$ cat config.mk
export PLATFORM = sky130hd
export DESIGN_NAME = modem_ctl_stat
export DESIGN_NICKNAME = d
export VERILOG_FILES = /design/src/rtl/mcs_pkg.sv /design/src/rtl/mcs_sync.sv /design/src/rtl/mcs_route.sv /design/src/rtl/mcs_delta.sv /design/src/rtl/modem_ctl_stat.sv
export SDC_FILE = /design/constraint.sdc
export NUM_CORES = 1
export LEC_CHECK = 0
export ABC_CLOCK_PERIOD_IN_PS = 1200
export CORE_MARGIN = 8
export CORE_UTILIZATION = 30
export DETAILED_ROUTE_END_ITERATION = 16
export PLACE_DENSITY = 0.64
export SYNTH_ARGS = -nofsm -noshare
export SYNTH_HDL_FRONTEND = slang
export SYNTH_SLANG_ARGS = --single-unit
$ cat constraint.sdc
create_clock -name clk -period 1.2 [get_ports clk]
set_input_delay 0.24 -clock clk [delete_from_list [all_inputs] [get_ports clk]]
set_output_delay 0.24 -clock clk [all_outputs]
set_load 0.03 [all_outputs]
$ cat src/rtl/mcs_pkg.sv
// Shared widths and bit positions for the modem control/status unit.
// Assumes one channel; bit positions are the software-visible layout.
package mcs_pkg;
    localparam int MODEM_W  = 4;
    localparam int MCR_W    = 5;
    localparam int MCR_DTR  = 0;
    localparam int MCR_RTS  = 1;
    localparam int MCR_OP1  = 2;
    localparam int MCR_OP2  = 3;
    localparam int MCR_LOOP = 4;
    localparam int ST_CTS   = 0;
    localparam int ST_DSR   = 1;
    localparam int ST_RI    = 2;
    localparam int ST_DCD   = 3;
endpackage

$ cat src/rtl/mcs_sync.sv
// Multi-stage synchronizer for asynchronous level inputs.
// Assumes inputs are slow levels; flops are not reset, so they keep sampling
// during reset and the status is valid as soon as reset ends.
module mcs_sync #(
    parameter int W      = 4,
    parameter int STAGES = 2
) (
    input  logic         clk,
    input  logic [W-1:0] d_i,
    output logic [W-1:0] q_o
);
    logic [W-1:0] stg [STAGES];

    genvar s;
    generate
        for (s = 0; s < STAGES; s++) begin : g_stage
            if (s == 0) begin : g_first
                // capture the raw asynchronous inputs
                always_ff @(posedge clk) stg[0] <= d_i;
            end else begin : g_next
                // pass the sample one stage further
                always_ff @(posedge clk) stg[s] <= stg[s-1];
            end
        end
    endgenerate

    assign q_o = stg[STAGES-1];
endmodule

$ cat src/rtl/mcs_route.sv
// Loopback routing: selects status sources, drives modem and serial outputs.
// Assumes status vector order {dcd, ri, dsr, cts}, active-high.
module mcs_route
    import mcs_pkg::*;
(
    input  logic [MCR_W-1:0]   mcr_i,
    input  logic [MODEM_W-1:0] sync_n_i,
    input  logic               tx_ser_i,
    input  logic               rx_pin_i,
    output logic [MODEM_W-1:0] stat_o,
    output logic [MODEM_W-1:0] mout_n_o,
    output logic               tx_pin_o,
    output logic               rx_ser_o
);
    logic loop;
    assign loop = mcr_i[MCR_LOOP];

    // pick status levels from control bits in loopback, from pins otherwise
    always_comb begin
        if (loop) begin
            stat_o[ST_CTS] = mcr_i[MCR_RTS];
            stat_o[ST_DSR] = mcr_i[MCR_DTR];
            stat_o[ST_RI]  = mcr_i[MCR_OP1];
            stat_o[ST_DCD] = mcr_i[MCR_OP2];
        end else begin
            stat_o = ~sync_n_i;
        end
    end

    // drive modem outputs, parked inactive during loopback
    always_comb begin
        if (loop) mout_n_o = '1;
        else      mout_n_o = ~mcr_i[MODEM_W-1:0];
    end

    // serial path: echo internally in loopback, mark on the pin
    always_comb begin
        tx_pin_o = loop ? 1'b1 : tx_ser_i;
        rx_ser_o = loop ? tx_ser_i : rx_pin_i;
    end
endmodule

$ cat src/rtl/mcs_delta.sv
// Change flags for the modem status levels, cleared by a host read.
// Assumes the ring bit reports only its trailing (1 to 0) edge.
module mcs_delta #(
    parameter int W      = 4,
    parameter int TE_BIT = 2
) (
    input  logic         clk,
    input  logic         rst_n,
    input  logic [W-1:0] stat_i,
    input  logic         rd_i,
    output logic [W-1:0] flag_o
);
    logic [W-1:0] prev;
    logic [W-1:0] chg;

    genvar b;
    generate
        for (b = 0; b < W; b++) begin : g_bit
            if (b == TE_BIT) begin : g_trail
                assign chg[b] = prev[b] & ~stat_i[b];
            end else begin : g_any
                assign chg[b] = prev[b] ^ stat_i[b];
            end
        end
    endgenerate

    // remember last level; during reset track it so no flag appears at release
    always_ff @(posedge clk) begin
        prev <= stat_i;
    end

    // set on change, clear on read, a same-cycle change wins over the clear
    always_ff @(posedge clk) begin
        if (!rst_n)    flag_o <= '0;
        else if (rd_i) flag_o <= chg;
        else           flag_o <= flag_o | chg;
    end
endmodule

$ cat src/rtl/modem_ctl_stat.sv
// Modem control register, status word with change flags, loopback routing
// and clear-to-send transmit hold for one serial channel.
// Assumes host strobes are single-cycle and synchronous to clk.
module modem_ctl_stat
    import mcs_pkg::*;
#(
    parameter int SYNC_STAGES = 2
) (
    input  logic             clk,
    input  logic             rst_n,
    input  logic             mcr_wr,
    input  logic [MCR_W-1:0] mcr_wdata,
    output logic [MCR_W-1:0] mcr_q,
    input  logic             msr_rd,
    output logic [7:0]       msr_rdata,
    input  logic             cts_n_i,
    input  logic             dsr_n_i,
    input  logic             ri_n_i,
    input  logic             dcd_n_i,
    output logic             dtr_n_o,
    output logic             rts_n_o,
    output logic             op1_n_o,
    output logic             op2_n_o,
    input  logic             tx_ser_i,
    output logic             tx_pin_o,
    input  logic             rx_pin_i,
    output logic             rx_ser_o,
    input  logic             tx_idle_i,
    output logic             tx_hold_o,
    output logic             msr_irq_o
);
    logic [MODEM_W-1:0] pins_n, sync_n, stat, flags, mout_n;

    assign pins_n = {dcd_n_i, ri_n_i, dsr_n_i, cts_n_i};

    // control register write
    always_ff @(posedge clk) begin
        if (!rst_n)      mcr_q <= '0;
        else if (mcr_wr) mcr_q <= mcr_wdata;
    end

    mcs_sync #(.W(MODEM_W), .STAGES(SYNC_STAGES)) u_sync (
        .clk (clk),
        .d_i (pins_n),
        .q_o (sync_n)
    );

    mcs_route u_route (
        .mcr_i    (mcr_q),
        .sync_n_i (sync_n),
        .tx_ser_i (tx_ser_i),
        .rx_pin_i (rx_pin_i),
        .stat_o   (stat),
        .mout_n_o (mout_n),
        .tx_pin_o (tx_pin_o),
        .rx_ser_o (rx_ser_o)
    );

    mcs_delta #(.W(MODEM_W), .TE_BIT(ST_RI)) u_delta (
        .clk    (clk),
        .rst_n  (rst_n),
        .stat_i (stat),
        .rd_i   (msr_rd),
        .flag_o (flags)
    );

    // transmit hold follows clear-to-send only between characters
    always_ff @(posedge clk) begin
        if (!rst_n)         tx_hold_o <= 1'b0;
        else if (tx_idle_i) tx_hold_o <= ~stat[ST_CTS];
    end

    assign dtr_n_o   = mout_n[MCR_DTR];
    assign rts_n_o   = mout_n[MCR_RTS];
    assign op1_n_o   = mout_n[MCR_OP1];
    assign op2_n_o   = mout_n[MCR_OP2];
    assign msr_rdata = {stat, flags};
    assign msr_irq_o = |flags;
endmodule

* Word-level counts from Yosys, hierarchy flattened
Memory sizes are Yosys's and may differ from the RTL's.
Index checks and enable logic that the tools add are counted.
** Word-level totals
- Bits in registers :: 14
- RAM bits :: 8
- Input port bits :: 16
- Output and inout bits :: 21
- Logic and storage cells :: 20
- Memories kept :: 1
** Memories
- u_sync.stg :: depth 2, width 4, rd ports 2, clocked after memory_dff 0, wr ports 2, RTL line mcs_sync.sv:12 : logic [W-1:0] stg [STAGES];
** Operators by class
- Mux-type cells :: 5
- Bitwise gates (word level) :: 9
- Reductions and logical operators :: 1
** Operators with widths (number)
- two-way mux 4 bit :: 3
- NOT 4 bit :: 2
- OR 4 bit :: 1
- OR reduction 4 bit :: 1
- bitwise XOR 1 bit :: 3
- two-way mux 1 bit :: 2
- NOT 1 bit :: 2
- bitwise AND 1 bit :: 1

* Logic depth before layout (Yosys ltp)
- Word-level depth :: 6
- Depth in mapped cells :: 4
- Gate-level depth less buffers :: 3

* Modules after synthesis
Synthesis repeated with hierarchy kept, for this count alone.
** Second synthesis, totals
- Cells, all modules :: 67
- Area, all modules :: 759.5 µm²
** Modules (own cells, without submodules)
- mcs_delta :: times used 1, cells each 20, area an instance 247.7 µm², sequential area each 160.2 µm²
- modem_ctl_stat :: times used 1, cells each 20, area an instance 227.7 µm², sequential area each 120.1 µm²
- mcs_sync :: times used 1, cells each 12, area an instance 190.2 µm², sequential area each 160.2 µm²
- mcs_route :: times used 1, cells each 15, area an instance 93.8 µm², sequential area each 0.0 µm²

* Worst setup path after synthesis
OpenSTA, ideal clock, no wires.
- Kind :: register to output
- Start :: register mcr_q[4]
- End :: output msr_rdata[6]
- Data arrival time :: 1.277 ns
- Required time :: 0.960 ns
- Path slack :: -0.317 ns
- Stages on the path, launching flop included :: 4
- Buffers on the path :: 1
- Cell sequence :: dfxtp_1 > buf_6 > and2b_1 > nor2_1
** On the way
- Longest elaborated chain between the ends :: 1
** Ends and longest elaborated chain
- from (decl) :: RTL line modem_ctl_stat.sv:13 : output logic [MCR_W-1:0] mcr_q,
- from (signal assigned) :: RTL line modem_ctl_stat.sv:39 : else if (mcr_wr) mcr_q <= mcr_wdata;
- two-way mux 4 bit :: RTL line mcs_route.sv:20 : if (loop) begin
- to (decl) :: RTL line modem_ctl_stat.sv:15 : output logic [7:0] msr_rdata,
No other way between the ends.

* Final worst setup path
- Start :: register u_delta.flag_o[3]
- End :: output msr_irq_o
** On the way
- Longest elaborated chain between the ends :: 1
** Ends and longest elaborated chain
- from (decl) :: RTL line mcs_delta.sv:11 : output logic [W-1:0] flag_o
- from (signal assigned) :: RTL line mcs_delta.sv:35 : else if (rd_i) flag_o <= chg;
- from (signal assigned) :: RTL line mcs_delta.sv:36 : else flag_o <= flag_o | chg;
- OR reduction 4 bit :: RTL line modem_ctl_stat.sv:78 : assign msr_irq_o = |flags;
- to (decl) :: RTL line modem_ctl_stat.sv:30 : output logic msr_irq_o
No other way between the ends.

==> metrics.md <==
| Metric | Value |
|---|---|
| Synth warn | 0 |
| Inst Count DP | 142 |
| CTS Buffer Depth | 2 |
| Cell Area, Synth | 774 um^2 |
| TritonCTS clock tree | built |
| Layout cells sized above 1 | 0.553 |
| 1st-iter DRT viols | 12 |
| Max Freq | 644 MHz |
| CP Capture Type | output port |
| Grt ovf | 0 |
| Layout Area Growth over Synthesis | 87.2% |
| Root buf cell | clkbuf_4 |
| Tmin final | roughly 1600 ps |
| Worst min path class | reg -> reg |
| Design Power | 1.75 mW |
| Distinct cells, synth | 23 |
| CTS sink count | 22 |
| Fin cells | 153 |
| Setup ws final | -353 ps |
| GRT Util Overall | 0.0994 |
| Antenna Cells | 0 |
| Buffers on Ports | 36 |
| DIE HEIGHT | around 67 um |
| Fin crit share | 1.29 |
| Nets | between 100 and 150 |
| GPL Wtd Cong | 0.667 |
| Initial Util | 0.315 |
| Core box area | 2450 um^2 |
| FP Rows | 18 |
| Clock insertion delay at the later pin of the skew report | 300 ps |
| WS Path Type | reg -> out |
| Worst setup SP type | flop |
| First-pass detailed-route iteration total | 2 |
| Total CTS buffers | 3 |
| Syn Inst Count | 70 |
| DRC viols | 0 |
| Number of max-cap violations | 0 |
| Vias/cell | 4.50 |
| DP Area | approximately 1200 um^2 |
| Worst Tran Pin Value | between 300 and 400 ps |
| Critical Path RT | approximately 960 ps |
| Slew headroom | 0.793 |
| Lkg Pwr | 0.646 nW |
| CTS H-tree depth | 1 |
| CTS Hold Buffers Added | 0 |
| Via count | 689 |
| Post-DR wirelength/cell | 13.9 um |
| First-pass GRT wire length | 3400 um |
| RSZ-0062 raised after global routing | yes |
| Clock skew | 3.16 ps |
| Ports | 37 |
| Crit Path Max Fanout | 2 |
| Critical Path AT | 1310 ps |
| Failing checks | setup timing |
| Final Max Tran Viols | 0 |
| WL final | approximately 2100 um |
| Antenna violations before repair | 0 |
| Antenna Nets Post-Route | 0 |
| PD cells | 1210 nW/um^2 |
| Final Cell Area | 1450 um^2 |
| Post-Syn Nets | 86 |
| Worst ir drop on vdd | 0.000859 V |
| Register area share after synthesis | 0.569 |
| Status | finished with violations |
| Largest net degree at the start of global routing | 13 |
| Fin. Hold Viols | 0 |
| Vias in the first global route | approximately 770 |
| DP HPWL | 1530 um |
| Die ar. | 4460 um^2 |
| Avg Cell Area, Syn | 11.1 um^2 |
| Flops & latches, synth | 22 |
| Die W | 66.8 um |
| Final Setup Violations | 12 |
| Clk pin slew, worst setup/hold paths | around 120 ps |
registers in the layout, indices dropped and copies added, names as in the netlist:
| name | cells |
|---|---|
| tx_hold_o | 1 |
| u_delta.prev | 4 |
| mcr_q | 5 |
| u_sync.stg | 8 |
| u_delta.flag_o | 4 |
power breakdown:
part,switching (mW),internal (mW)
clock network,0.209,0.185
logic,0.248,0.283
registers,0.0375,0.785
layout make-up:
cell class / instances / area (um^2)
timing repair buffer: 51 / 504
clock buffer: 4 / 36.3
fill: 209 / 1000
tap: 30 / 37.5
multi-input combinational: 44 / 395
sequential: 22 / 462
inverter: 2 / 15.0
repair_timing:
| action | in CTS | in global routing |
|---|---|---|
| endpoints found under the setup margin | 13 | 21 |
| cloned | 1 | 0 |
| gates resized for setup | 50 | 8 |
| pin swaps | 2 | 8 |
| setup buffers | 5 | 1 |
worst max-delay path, stage by stage (launching register included):
cell     delay [ps]
dfxtp_2         340
or4_4           520
buf_6           150
per-stage QoR:
stage / TNS, ps / hold WS, ps / utilization / setup slack, ps
3_3_place_gp: -1460 / 312 / 0.486 / -550
5_1_grt: -3260 / 346 / 0.591 / -392
3_5_place_dp: -1590 / 312 / 0.486 / -578
2_1_floorplan: -3.28 / 268 / - / -3.28
4_1_cts: -2830 / 342 / 0.578 / -370
6_report: -2590 / 340 / 0.591 / -353
cells in the final DEF, fill, tap and decap left out, drive strengths merged:
cell type      count
o21ai              1
a21oi              1
nor2b              3
nand2b             9
and2               1
o211a              2
nand2              4
a211oi             3
buf               36
or4                1
o21a               2
mux2               1
clkdlybuf4s50     15
or2                1
dfxtp             22
clkbuf             4
nor2               7
inv                2
and2b              1
mux2i              5
o2111ai            2
per-layer routing:
| metal | part of all wire | vias up | wire, um | GRT usage |
|---|---|---|---|---|
| li1 | - | 343 | - | - |
| met1 | 0.38 | 320 | 802 | 0.102 |
| met2 | 0.50 | 24 | 1070 | 0.162 |
| met3 | 0.11 | 2 | 241 | 0.0570 |
| met4 | 0.0038 | 0 | 8 | 0.0400 |
| met5 | 0 | - | 0 | 0 |
kinds of logic (layout without fill, tap and decap cells):
group,after synthesis,in the layout,synth area share
and+or+nand+nor,27,27,0.199
buffers and inverters,4,57,0.0307
muxes,6,6,0.0792
DFF,22,22,0.569
AOI/OAI and AO/OA,11,11,0.123
synthesized netlist by cell type:
cell,n,area [um^2]
nand2_1,4,15.0
a211oi_1,1,7.51
mux2_2,1,11.3
or2_2,1,6.26
nor2_1,7,26.3
buf_6,1,11.3
dfxtp_1,22,440
and2_4,1,8.76
and2b_1,1,7.51
a211oi_2,2,25.0
o211a_1,2,20.0
mux2i_1,5,50.1
o21a_1,2,15.0
o21ai_0,1,5.00
a21oi_1,1,5.00
inv_1,1,3.75
o2111ai_1,2,17.5
or4_1,1,7.51
buf_2,1,5.00
inv_2,1,3.75
nand2b_4,1,13.8
nand2b_1,8,50.1
nor2b_1,3,18.8
worst paths after layout:
check        cells past startpoint                 to              start  slack [ps]
max                              2          msr_irq_o  u_delta.flag_o[3]        -350
min                              0   u_sync.stg[0][4]   u_sync.stg[0][0]         340
min reg2reg                      0   u_sync.stg[0][4]   u_sync.stg[0][0]         340
max reg2reg                      5  u_delta.flag_o[1]           mcr_q[4]          30
Note: power is estimated with default switching activity, not from simulation.
